==> src/rtl/exc_pkg.sv <==
package exc_pkg;

    typedef enum logic [1:0] {
        ST_IDLE,
        ST_PUSH_PC,
        ST_PUSH_SR,
        ST_COMMIT
    } seq_state_e;

    typedef enum logic [2:0] {
        CA_NONE,
        CA_BKPT,
        CA_IADDR,
        CA_IMISS,
        CA_IPROT
    } cause_e;

    localparam int SR_GM_BIT   = 16;
    localparam int SR_EM_BIT   = 21;
    localparam int SR_MODE_LSB = 22;
    localparam int SR_MODE_W   = 3;
    localparam int SR_D_BIT    = 26;
    localparam int SR_DM_BIT   = 27;
    localparam logic [SR_MODE_W-1:0] MODE_EXC = 3'b110;

endpackage

==> src/rtl/exc_cause_arb.sv <==
module exc_cause_arb
    import exc_pkg::*;
#(
    parameter int XLEN      = 32,
    parameter int OFS_IADDR = 'h14,
    parameter int OFS_IMISS = 'h50,
    parameter int OFS_IPROT = 'h18,
    parameter int OFS_BKPT  = 'h1C
) (
    input  logic            bkpt,
    input  logic            iaddr_err,
    input  logic            imiss,
    input  logic            iprot,
    input  logic            prot_en,
    input  logic            dbg_mode,
    output cause_e          cause,
    output logic [XLEN-1:0] offset
);

    always_comb begin
        cause  = CA_NONE;
        offset = '0;
        if (bkpt && !dbg_mode) begin
            cause  = CA_BKPT;
            offset = XLEN'(OFS_BKPT);
        end else if (iaddr_err) begin
            cause  = CA_IADDR;
            offset = XLEN'(OFS_IADDR);
        end else if (prot_en && imiss) begin
            cause  = CA_IMISS;
            offset = XLEN'(OFS_IMISS);
        end else if (prot_en && iprot) begin
            cause  = CA_IPROT;
            offset = XLEN'(OFS_IPROT);
        end
    end

endmodule

==> src/rtl/exc_sr_next.sv <==
module exc_sr_next
    import exc_pkg::*;
#(
    parameter int XLEN = 32
) (
    input  logic [XLEN-1:0] sr_in,
    input  logic            to_debug,
    output logic [XLEN-1:0] sr_out
);

    always_comb begin
        sr_out = sr_in;
        sr_out[SR_MODE_LSB +: SR_MODE_W] = MODE_EXC;
        sr_out[SR_EM_BIT] = 1'b1;
        sr_out[SR_GM_BIT] = 1'b1;
        if (to_debug) begin
            sr_out[SR_D_BIT]  = 1'b1;
            sr_out[SR_DM_BIT] = 1'b1;
        end
    end

endmodule

==> src/rtl/exc_entry_seq.sv <==
module exc_entry_seq
    import exc_pkg::*;
#(
    parameter int XLEN       = 32,
    parameter int WORD_BYTES = 4,
    parameter int OFS_IADDR  = 'h14,
    parameter int OFS_IMISS  = 'h50,
    parameter int OFS_IPROT  = 'h18,
    parameter int OFS_BKPT   = 'h1C
) (
    input  logic            clk,
    input  logic            rst_n,
    input  logic            bkpt_i,
    input  logic            iaddr_err_i,
    input  logic            imiss_i,
    input  logic            iprot_i,
    input  logic            prot_en_i,
    input  logic            retd_i,
    input  logic [XLEN-1:0] cur_pc_i,
    input  logic [XLEN-1:0] cur_sr_i,
    input  logic [XLEN-1:0] cur_sp_i,
    input  logic [XLEN-1:0] vec_base_i,
    output logic            busy_o,
    output logic            stk_we_o,
    output logic [XLEN-1:0] stk_addr_o,
    output logic [XLEN-1:0] stk_data_o,
    output logic            pc_vld_o,
    output logic [XLEN-1:0] new_pc_o,
    output logic [XLEN-1:0] new_sr_o,
    output logic [XLEN-1:0] new_sp_o,
    output logic [XLEN-1:0] dbg_rar_o,
    output logic [XLEN-1:0] dbg_rsr_o
);

    localparam logic [XLEN-1:0] WORD_STEP  = XLEN'(WORD_BYTES);
    localparam logic [XLEN-1:0] FRAME_SIZE = XLEN'(2 * WORD_BYTES);

    seq_state_e      state_q, state_d;
    cause_e          cause;
    logic [XLEN-1:0] vec_ofs;
    logic [XLEN-1:0] sr_entry;
    logic [XLEN-1:0] tgt_pc_q, tgt_sr_q, tgt_sp_q;
    logic [XLEN-1:0] save_pc_q, save_sr_q;
    logic [XLEN-1:0] rar_q, rsr_q;

    exc_cause_arb #(
        .XLEN      (XLEN),
        .OFS_IADDR (OFS_IADDR),
        .OFS_IMISS (OFS_IMISS),
        .OFS_IPROT (OFS_IPROT),
        .OFS_BKPT  (OFS_BKPT)
    ) u_arb (
        .bkpt      (bkpt_i),
        .iaddr_err (iaddr_err_i),
        .imiss     (imiss_i),
        .iprot     (iprot_i),
        .prot_en   (prot_en_i),
        .dbg_mode  (cur_sr_i[SR_DM_BIT]),
        .cause     (cause),
        .offset    (vec_ofs)
    );

    exc_sr_next #(
        .XLEN (XLEN)
    ) u_srn (
        .sr_in    (cur_sr_i),
        .to_debug (cause == CA_BKPT),
        .sr_out   (sr_entry)
    );

    // state register
    always_ff @(posedge clk or negedge rst_n) begin
        if (!rst_n) state_q <= ST_IDLE;
        else        state_q <= state_d;
    end

    // next state
    always_comb begin
        state_d = state_q;
        unique case (state_q)
            ST_IDLE: begin
                if (cause == CA_BKPT || (cause == CA_NONE && retd_i))
                    state_d = ST_COMMIT;
                else if (cause != CA_NONE)
                    state_d = ST_PUSH_PC;
            end
            ST_PUSH_PC: state_d = ST_PUSH_SR;
            ST_PUSH_SR: state_d = ST_COMMIT;
            ST_COMMIT:  state_d = ST_IDLE;
            default:    state_d = ST_IDLE;
        endcase
    end

    // captured frame and debug shadow registers
    always_ff @(posedge clk or negedge rst_n) begin
        if (!rst_n) begin
            tgt_pc_q  <= '0;
            tgt_sr_q  <= '0;
            tgt_sp_q  <= '0;
            save_pc_q <= '0;
            save_sr_q <= '0;
            rar_q     <= '0;
            rsr_q     <= '0;
        end else if (state_q == ST_IDLE) begin
            if (cause != CA_NONE) begin
                tgt_pc_q  <= vec_base_i | vec_ofs;
                tgt_sr_q  <= sr_entry;
                save_pc_q <= cur_pc_i;
                save_sr_q <= cur_sr_i;
                if (cause == CA_BKPT) begin
                    rar_q    <= cur_pc_i;
                    rsr_q    <= cur_sr_i;
                    tgt_sp_q <= cur_sp_i;
                end else begin
                    tgt_sp_q <= cur_sp_i - FRAME_SIZE;
                end
            end else if (retd_i) begin
                tgt_pc_q <= rar_q;
                tgt_sr_q <= rsr_q;
                tgt_sp_q <= cur_sp_i;
            end
        end
    end

    // outputs
    always_comb begin
        busy_o     = 1'b0;
        stk_we_o   = 1'b0;
        stk_addr_o = '0;
        stk_data_o = '0;
        pc_vld_o   = 1'b0;
        unique case (state_q)
            ST_IDLE: ;
            ST_PUSH_PC: begin
                busy_o     = 1'b1;
                stk_we_o   = 1'b1;
                stk_addr_o = tgt_sp_q + WORD_STEP;
                stk_data_o = save_pc_q;
            end
            ST_PUSH_SR: begin
                busy_o     = 1'b1;
                stk_we_o   = 1'b1;
                stk_addr_o = tgt_sp_q;
                stk_data_o = save_sr_q;
            end
            ST_COMMIT: pc_vld_o = 1'b1;
            default: ;
        endcase
        new_pc_o  = tgt_pc_q;
        new_sr_o  = tgt_sr_q;
        new_sp_o  = tgt_sp_q;
        dbg_rar_o = rar_q;
        dbg_rsr_o = rsr_q;
    end

endmodule

==> config.mk <==
export PLATFORM = sky130hd
export DESIGN_NAME = exc_entry_seq
export DESIGN_NICKNAME = d
export VERILOG_FILES = /design/src/rtl/exc_pkg.sv /design/src/rtl/exc_cause_arb.sv /design/src/rtl/exc_sr_next.sv /design/src/rtl/exc_entry_seq.sv
export SDC_FILE = /design/constraint.sdc
export NUM_CORES = 1
export LEC_CHECK = 0
export ABC_AREA = 1
export BUFFER_PORTS_ARGS = -buffer_cell sky130_fd_sc_hd__buf_2
export CORE_UTILIZATION = 52
export DETAILED_ROUTE_END_ITERATION = 8
export PLACE_DENSITY_LB_ADDON = 0.12
export SYNTH_ARGS = -nofsm -noshare
export SYNTH_HDL_FRONTEND = slang
export SYNTH_SLANG_ARGS = --single-unit
export TNS_END_PERCENT = 5
==> constraint.sdc <==
create_clock -name clk -period 2 [get_ports clk]
set_input_delay 0.1 -clock clk [delete_from_list [all_inputs] [get_ports clk]]
set_output_delay 0.1 -clock clk [all_outputs]
set_load 0.005 [all_outputs]
==> metrics.md, run 1 <==
| Metric | Value |
|---|---|
| Status | complete, but fails checks |
| Failing checks | setup timing |
| Max Root-Sink Buffers | 3 |
| Setup ws final | -0.173 ns |
| TritonCTS clock tree | yes |
| Util after Layout | 76.8% |
| Post-Syn Area per Cell | about 7.4 sq um |
| EDFF count, synth | 0 |
| Initial antenna violation count | 1 |
| CP max FO | 3 |
| Top cells by area, synth | dfrtp_1 49%, nand2_1 17%, o21ai_0 7.0%, nor2_1 5.1%, inv_1 4.4% |
| Post-route ant nets | 0 |
| RSZ-0062 raised after global routing | yes |
| Part of the cycle the worst path needs | 109% |
| Synth Instances | 1537 |
| Final hold vios | 0 |
| Post-detail-place hpwl | approximately 30000 microns |
| Most frequent cell after synthesis | nand2_1 |
| HP Class | input port to register |
| Setup TNS | -2.87 ns |
| Required @ worst endpoint | roughly 1.9 ns |
| Total wire length | ~43000 microns |
| Drt pass-1 iters | 6 |
| DP Cell Count | about 2100 |
| Wire length on met2 | slightly above 20000 microns |
| Leakage dissipation | 8.08 nW |
| Place WS | ~0.16 ns |
| Pwr/cell area | 1540 nW/um^2 |
| Overall routing resource usage | about 38% |
| Sequential share of the synthesized area | between 40 and 50% |
| CP Cell Sequence | ha_4 > nand2_4 > nor2_4 > nand2_4 > nor2_4 > nand2_2 > nor2_2 > nand2_1 > nand2_2 > a21oi_1 > buf_2 |
| Core Rows | 53 |
| Largest net degree at the start of global routing | 72 |
| Total Nets Final | between 2000 and 2500 |
| Routed wl met3 | around 3600 microns |
| P&R area growth vs syn | 43.0% |
| Post-Route M1 WL | 16700 microns |
| Vias after detailed routing | approximately 13000 |
| Number of synthesized register bits | 226 |
| Buf/Inv on CP | 1 |
| Clk_lat worst skew | roughly 0.54 ns |
| Yosys top cell by area | dfrtp_1 |
| Root buffer cell | clkbuf_16 |
| Initial core utilization | a little over half |
| Clock H-tree levels | 1 |
| DR top layer | met4 |
| Yosys warnings | 0 |
| Die width | 150 microns |
| Clock slew at reported path FFs | roughly 0.060 ns |
| CP Data Arrival Time | between 2 and 2.5 ns |
| Post-synth cell types | 36 |
| Critical Path Sink Type | output pin |
| Residual DRC count | 0 |
| DR WL/cell | 18.5 microns |
| Fin. max-slew vios | 0 |
| Synthesized cell area | 11400 sq um |
| Clk_skew | between 0.02 and 0.03 ns |
| Min cycle time layout | between 2 and 2.5 ns |
| Max_cap viols | 0 |
| Tot Pwr | around 25 mW |
| FMAX | ~460 MHz |
| Tightest Pin Transition | 0.743 ns |
| Core footprint | 21300 sq um |
| Post-synth top cells | 522 x nand2_1, 226 x dfrtp_1, 161 x o21ai_0 |
| Slew HR | around half |
| Die area | 22600 sq um |
| Synthesized Nets | 1679 |
| Layout cells sized above 1 | 28.1% |
| Final cell count without fillers | ~2300 |
| Routability cong. | 0.985 |
| CTS Buf Count | 25 |
| 1st-iter DRT viols | between 800 and 900 |
| Global-route wire length before repair | around 66000 microns |
| Setup violations, final | 39 |
| Number of global-route vias before repair | 12462 |
| Slowest stage delay, CP | 0.43 ns |
| Crit path kind | register to output pin |
| Async set or reset register ratio after synthesis | between 90% and 100% |
| Sink Count | between 200 and 250 |
| Synth top area share | roughly half |
| IO Count | 363 |
| Delay-heaviest family, CP | simple AND/OR/NAND/NOR gates |
| Primary FF master, synth | dfrtp_1 |
| Worst vdd ir | ~0.9 mV |
| Slowest cell on crit path | dfrtp_1 |
| Grt ovf | 0 |
| Vias per cell | around 5.5 |
| Die Ht | about 150 microns |
| CP Launch Type | register |
| Number of port buffers | roughly 360 |
power by group:
group	leakage, nW	switching [mW]	internal, mW	total (mW)
combinational	4.97	6.80	4.88	11.7
clock	0.425	1.90	2.82	4.72
sequential	2.69	1.87	6.85	8.72
kinds of logic after synthesis:
logic type	count (synthesis)	share of synthesized area [%]
compound gates	309	14.8
xor+xnor	7	0.536
fa+ha+maj	6	0.657
buf+inv	223	7.93
flops	226	49.5
simple gates	766	26.6
what timing repair did:
action,in CTS,in global routing
setup buffers,6,8
pin swaps,8,12
endpoints found under the setup margin,63,62
hold buffers,125,0
gates resized for setup,70,64
hold endpoints to repair,438,0
per-layer routing:
metal,global-route usage (%),up-vias
met4,16.5,0
met3,6.76,137
met1,48.5,5989
li1,-,5926
met5,0,-
met2,63.1,687
per-stage QoR:
stage / hold WS [ns] / instance area [sq um]
after floorplan: -0.196 / 11400
after global placement: 0.0309 / 13700
after detailed placement: 0.0349 / 13700
after CTS: 0.00982 / 16100
after global routing: 0.0266 / 16300
final: 0.00949 / 16300
layout make-up:
type / count / area [sq um]
Clock buffer: 39 / 778
Timing Repair Buffer: 544 / 3730
Fill cell: 1549 / 4940
Antenna cell: 1 / 2.50
Sequential cell: 226 / 5680
Tap cell: 275 / 344
Multi-Input combinational cell: 1088 / 5190
Inverter: 140 / 538
Clock inverter: 7 / 85.1
cell usage in the layout (no fill, tap or decap), types with 8 or more instances in the layout:
cell type | Yosys | layout
dfrtp_2 | 0 | 19
inv_2 | 5 | 10
dfrtp_1 | 226 | 207
nand2_1 | 522 | 509
clkbuf_16 | 0 | 25
buf_12 | 0 | 14
o21ai_1 | 7 | 13
dlygate4sd3_1 | 0 | 125
inv_1 | 135 | 127
nor2_4 | 2 | 8
clkbuf_8 | 0 | 10
nor2_2 | 5 | 24
nand4_1 | 10 | 10
buf_2 | 37 | 359
a31oi_1 | 60 | 60
o21ai_0 | 161 | 154
nand2_2 | 0 | 8
a21oi_1 | 56 | 34
a21oi_2 | 0 | 21
nand3_1 | 56 | 56
buf_4 | 2 | 36
nor2_1 | 156 | 131
path summary, 6_finish.rpt:
kind / slack, ns / cells after the start / end / startpoint
setup / recovery: -0.17 / 11 / stk_addr_o[22] / new_sp_o[2]
hold / removal: 0.009 / 4 / new_sp_o[27] / cur_sp_i[27]
setup reg to reg: 0.36 / 7 / new_sr_o[25] / state_q[0]
hold reg to reg: 0.49 / 2 / save_sr_q[19] / save_sr_q[19]
max in group asynchronous: 1.16 / 3 / new_sp_o[13] / rst_n
min in group asynchronous: 0.07 / 2 / new_sp_o[1] / rst_n
registers in the layout (all words and copies together) (netlist names):
signal	cells
dbg_rar_o	32
dbg_rsr_o	32
new_pc_o	32
new_sp_o	32
new_sr_o	32
save_pc_q	32
save_sr_q	32
state_q	2
worst min-delay path, cell delays in order:
cell	delay (ns)
buf_2	0.11
nand3_1	0.08
nand3_1	0.12
nand2_1	0.07
Note: power is estimated with default switching activity, not from simulation.
==> run 2: changes to the inputs <==
==> constraint.sdc (replaced) <==
create_clock -name clk -period 2 [get_ports clk]
set_input_delay 0.2 -clock clk [delete_from_list [all_inputs] [get_ports clk]]
set_output_delay 0.2 -clock clk [all_outputs]
set_load 0.005 [all_outputs]
==> run 2 against run 1 <==
  * The flow still finishes with violations (setup timing)
  * Sequential share of layout area rose by 0.35 points
  * Cell count fell by 0.91%
  * Clock skew fell by 0.014 ns
  * Global-route usage rose by 1.0 points
  * Clock power rose by 2%
  * Die area did not move
  * Highest routed layer unchanged
==> metrics.md, run 2 (synthesized netlist as in run 1, its figures left out) <==
| Metric | Value |
|---|---|
| Status | complete, but fails checks |
| Failing checks | setup timing |
| CP Launch Type | register |
| CTS Buf Count | 25 |
| Most frequent cells in the layout | 498 x nand2_1, 360 x buf_2, 213 x dfrtp_1 |
| Root buffer cell | clkbuf_16 |
| Sequential fraction of design power | 34.5% |
| Clock slew at reported path FFs | roughly 0.060 ns |
| Clock H-tree levels | 1 |
| Total Nets Final | roughly 2100 |
| Final cell count without fillers | between 2000 and 2500 |
| Final hold vios | 0 |
| TritonCTS clock tree | yes |
| Routability cong. | 0.972 |
| Required @ worst endpoint | 1.80 ns |
| Internal power | ~15 mW |
| IO Count | roughly 360 |
| Worst vdd ir | 0.946 mV |
| Most common cell after layout, fill and taps aside | nand2_1 |
| Worst Hold End | new_sp_o[29] |
| Util after Layout | between 70% and 80% |
| Grt ovf | 0 |
| Part of the cycle the worst path needs | 118% |
| 1st-iter DRT viols | 903 |
| P&R area growth vs syn | 41.4% |
| Tightest Pin Transition | 0.616 ns |
| Vias after detailed routing | roughly 13000 |
| Worst r2r src | state_q[0] |
| Register-to-register setup slack | about 0.35 ns |
| Core footprint | approximately 21000 sq um |
| RSZ-0062 raised after global routing | yes |
| Initial antenna violation count | 2 |
| Clk_lat worst skew | 0.54 ns |
| Core Rows | between 50 and 60 |
| P_sw | approximately 11 mW |
| Clk_skew | between 0.01 and 0.015 ns |
| Initial core utilization | a little over half |
| Setup violations, final | between 60 and 70 |
| Die Ht | about 150 microns |
| Slew HR | 59.0% |
| Overall routing resource usage | approximately 40% |
| Setup ws final | -0.357 ns |
| Vias per cell | 5.59 |
| Global-route wire length before repair | 67200 microns |
| Pwr/cell area | around 1600 nW/um^2 |
| Crit path kind | register to output pin |
| Residual DRC count | 0 |
| Fin. max-slew vios | 0 |
| Max_cap viols | 0 |
| DP Cell Count | ~2100 |
| WHS Path Cells | 4 |
| Die area | 22600 sq um |
| Sink Count | 226 |
| Layout cells sized above 1 | about 29% |
| Largest net degree at the start of global routing | 70 |
| FMAX | 424 MHz |
| Total wire length | around 44000 microns |
| Switching share of power | 42.5% |
| Die width | 150 microns |
| Leakage dissipation | 8.02 nW |
| Clock power frac | between 10% and 20% |
| Worst Hold Launch | cur_sp_i[29] |
| R2R Path End | dbg_rar_o[14] |
| Max Root-Sink Buffers | 3 |
| Critical Path Sink Type | output pin |
| DR WL/cell | 19.3 microns |
| Post-detail-place hpwl | approximately 30000 microns |
| # fillers | 1547 |
| Combinational power share | a little under half |
| Area of the multi-input gates | about 5200 sq um |
| CP Data Arrival Time | approximately 2.2 ns |
| HP Class | input port to register |
| CP max FO | 4 |
| Number of port buffers | between 300 and 400 |
| FF-to-FF path depth | 6 |
| Flip-flop and latch area | ~5700 sq um |
| Min cycle time layout | 2.36 ns |
| Post-route ant nets | 0 |
| Number of global-route vias before repair | ~12000 |
| Drt pass-1 iters | 5 |
==> run 2: per-layer routing <==
layer | part of all wire, % | wire, microns | GRT usage (%) | vias to the layer above
met5 | 0 | 0 | 0 | -
met4 | 4.4 | 1950 | 16.9 | 0
met3 | 8.9 | 3940 | 6.52 | 140
met2 | 48 | 21300 | 65.4 | 788
met1 | 38 | 17000 | 49.6 | 6034
li1 | - | - | - | 5883
==> run 2: area by class of cell <==
| class | instances | share of cell area (%) |
|---|---|---|
| Sequential cell | 226 | 35.1 |
| Multi-Input combinational cell | 1088 | 32.1 |
| Timing Repair Buffer | 520 | 21.9 |
| Clock buffer | 31 | 4.26 |
| Inverter | 140 | 3.35 |
| Tap cell | 275 | 2.13 |
| Clock inverter | 15 | 1.06 |
| Antenna cell | 4 | 0.0619 |
==> run 2: critical path, stage by stage (launching register included) <==
cell and delay, ns:
dfrtp_1 0.40, ha_2 0.22, nand2_2 0.09, nor2_4 0.17
nand2_4 0.09, nor2_4 0.14, nand2_2 0.09, nor2_4 0.12
nand2_1 0.07, nand2_2 0.07, a21oi_1 0.05, buf_2 0.12
==> run 2: power by group through the flow <==
stage / registers, mW / logic (mW) / clock network [mW]
6_report: 8.73 / 11.7 / 4.80
5_1_grt: 8.95 / 12.8 / 5.02
3_3_place_gp: 8.48 / 10.0 / 0
2_1_floorplan: 8.39 / 5.29 / 0
4_1_cts: 8.57 / 11.2 / 4.83
3_5_place_dp: 8.56 / 10.2 / 0
==> run 2: how the worst max path moves through the flow <==
| stage | from | end | slack, ns | cells after the start |
|---|---|---|---|---|
| 6_report | new_sp_o[3] | stk_addr_o[22] | -0.36 | 11 |
| 3_5_place_dp | new_sp_o[12] | stk_addr_o[29] | 0.12 | 10 |
| 5_1_grt | new_sp_o[3] | stk_addr_o[22] | -0.43 | 11 |
| 2_1_floorplan | state_q[0] | stk_data_o[0] | 0.18 | 7 |
| 4_1_cts | new_sp_o[3] | stk_addr_o[26] | -0.29 | 11 |
| 3_3_place_gp | new_sp_o[2] | stk_addr_o[22] | 0.15 | 10 |
==> run 2: stage by stage <==
stage                     setup TNS (ns)  instance area, sq um  hold WS [ns]  setup WS (ns)  total power, mW
after CTS                          -9.06                 16000       0.00223         -0.290             24.6
after global routing              -14.22                 16200        0.0249         -0.434             26.8
after floorplan                        0                 11400       -0.0956          0.182             13.7
final                              -9.77                 16200        0.0152         -0.357             25.3
after global placement                 0                 13800         0.200          0.146             18.5
after detailed placement               0                 13800         0.203          0.116             18.8
==> run 2: timing repair <==
action	CTS	global route
setup buffers	8	1
pin swaps	7	10
gates resized for setup	82	41
cloned	1	0
hold endpoints to repair	215	0
endpoints found under the setup margin	66	64
hold buffers	98	0
==> run 3: changes to the inputs <==
==> constraint.sdc (replaced) <==
create_clock -name clk -period 2 [get_ports clk]
set_input_delay 0.3 -clock clk [delete_from_list [all_inputs] [get_ports clk]]
set_output_delay 0.3 -clock clk [all_outputs]
set_load 0.005 [all_outputs]
==> run 3 against run 2 <==
  * The flow still finishes with violations (setup timing)
  * Fmax barely moved
  * Core utilization fell by 4.8 points
  * Final area fell by 6.3%
  * Global-route usage fell by 4.3 points
  * Sequential power fell by 2%
  * Critical path depth fell by 1
  * Flip-flop and latch count did not move
  * First-iteration DRC count fell by 6.2%
  * Cell count fell by 3.3%
  * Combinational power fell by 4%
  * Non-clock buffer count fell by 76
  * Via count fell by 7.0%
==> metrics.md, run 3 (synthesized netlist as in run 1, its figures left out) <==
| Metric | Value |
|---|---|
| Status | complete, but fails checks |
| Top cell by count, worst path | nand2_1 |
| Vias per cell | 5.37 |
| Pwr/cell area | approximately 1600 nW/um^2 |
| Setup ws final | -0.358 ns |
| Sink Count | around 230 |
| Fin. max-slew vios | 0 |
| Most frequent cells in the layout | 510 x nand2_1, 360 x buf_2, 213 x dfrtp_1 |
| Most common cell after layout, fill and taps aside | nand2_1 |
| Routability cong. | 0.931 |
| Setup violations, final | 64 |
| Die Ht | roughly 150 microns |
| Total wire length | 40000 microns |
| Die area | ~23000 sq um |
| Post-detail-place hpwl | ~30000 microns |
| Max_cap viols | 0 |
| CP Launch Type | register |
| Initial core utilization | 53.7% |
| Failing checks | setup timing |
| CP max FO | 4 |
| Clk_lat worst skew | about 0.53 ns |
| Residual DRC count | 0 |
| 1st-iter DRT viols | 847 |
| Core Rows | 53 |
| Slowest cell on crit path | dfrtp_1 |
| HP Class | input port to register |
| Drt pass-1 iters | 5 |
| Part of the cycle the worst path needs | 118% |
| CTS Buf Count | 24 |
| Clock H-tree levels | 1 |
| Crit path kind | register to output pin |
| Slew HR | between 60 and 70% |
| CP Data Arrival Time | 2.06 ns |
| Min cycle time layout | roughly 2.4 ns |
| Number of port buffers | 361 |
| Clock slew at reported path FFs | about 0.060 ns |
| DR WL/cell | between 15 and 20 microns |
| Die width | 150 microns |
| Grt ovf | 0 |
| Clk_skew | between 0.01 and 0.015 ns |
| Leakage dissipation | around 7.7 nW |
| Post-route ant nets | 0 |
| Tightest Pin Transition | 0.518 ns |
| Worst vdd ir | ~0.95 mV |
| Largest net degree at the start of global routing | 60 |
| FMAX | 424 MHz |
| Overall routing resource usage | between 30% and 40% |
| RSZ-0062 raised after global routing | yes |
| Critical Path Sink Type | output pin |
| Root buffer cell | clkbuf_16 |
| Vias after detailed routing | between 10000 and 15000 |
| Slowest stage delay, CP | a little over 0.4 ns |
| Setup TNS | -12.43 ns |
| # fillers | approximately 1800 |
| Core footprint | ~21000 sq um |
| IO Count | 363 |
| Initial antenna violation count | 5 |
| Max Root-Sink Buffers | 3 |
| TritonCTS clock tree | yes |
| CP Cell Sequence | inv_1 > nor2_4 > nand2_2 > nor2_2 > buf_4 > nand2_1 > nand2_1 > nand3_2 > a21oi_2 > buf_2 |
| P&R area growth vs syn | 32.4% |
| Final hold vios | 0 |
| Layout cells sized above 1 | about 29% |
| Total Nets Final | 2066 |
| Number of global-route vias before repair | 10919 |
| Global-route wire length before repair | 59500 microns |
| Final hold slack | ~0.021 ns |
| Required @ worst endpoint | ~1.7 ns |
## run 3: changes by cell type in the layout (fill, tap and decap cells not counted), sizes merged
cell and delta:
buf +20, bufbuf -1, bufinv -3, clkbuf +6, clkinv -6, clkinvlp +1
diode +1, dlygate4sd3 -95
## run 3: path summary, 6_finish.rpt
path	start	cells past startpoint	to	slack (ns)
min	cur_sp_i[2]	3	new_sp_o[2]	0.02
min in group asynchronous	rst_n	2	new_sp_o[1]	0.28
max reg2reg	state_q[1]	7	save_sr_q[24]	0.30
max	new_sp_o[2]	10	stk_addr_o[31]	-0.36
max in group asynchronous	rst_n	3	new_pc_o[12]	1.00
min reg2reg	new_sr_o[27]	2	new_sr_o[27]	0.48
## run 3: layer usage
metal | part of all wire (%) | track usage, % | vias up
li1 | - | - | 5735
met1 | 41 | 45.2 | 5610
met2 | 48 | 57.7 | 518
met3 | 8.1 | 6.45 | 76
met4 | 3.2 | 11.9 | 4
met5 | 0.078 | 0 | -
## run 3: worst max-delay path, delay by kind of cell, from the launching register on
family                 cells  cell delay [ns]
buffers and inverters      3             0.38
AO/OA/AOI/OAI              1             0.18
AND/OR/NAND/NOR            6             0.55
flip-flops                 1             0.41
## run 3: final cells by class
type	count	area (sq um)	area share (%)
Sequential cell	226	5670	37.5
Multi-Input combinational cell	1088	5080	33.6
Timing Repair Buffer	444	2700	17.8
Clock buffer	37	729	4.82
Inverter	140	538	3.55
Tap cell	275	344	2.27
Clock inverter	7	55.1	0.364
Antenna cell	5	12.5	0.0827
## run 3: where the power goes
| group | total (mW) | internal [mW] | switching (mW) |
|---|---|---|---|
| clock network | 4.42 | 2.52 | 1.89 |
| registers | 8.58 | 6.84 | 1.74 |
| logic | 11.2 | 4.73 | 6.47 |
| total | 24.2 | 14.1 | 10.1 |
## run 3: timing repair
item / CTS / global route
hold buffers: 3 / 0
hold endpoints to repair: 47 / 0
setup buffers: 6 / 7
resized for setup: 37 / 55
endpoints found under the setup margin: 66 / 66
pin swaps: 7 / 18
## run 3: per-stage QoR
| stage | setup slack, ns | cells | utilization (%) | total power [mW] | cell area (sq um) |
|---|---|---|---|---|---|
| floorplan | 0.0822 | 1537 | - | 13.7 | 11400 |
| global placement | 0.0659 | 2157 | 65.4 | 18.6 | 13900 |
| detailed placement | 0.0471 | 2157 | 65.4 | 18.9 | 13900 |
| CTS | -0.394 | 2210 | 69.9 | 23.7 | 14900 |
| global route | -0.484 | 2219 | 71.1 | 25.8 | 15100 |
| finish | -0.358 | 2222 | 71.1 | 24.2 | 15100 |
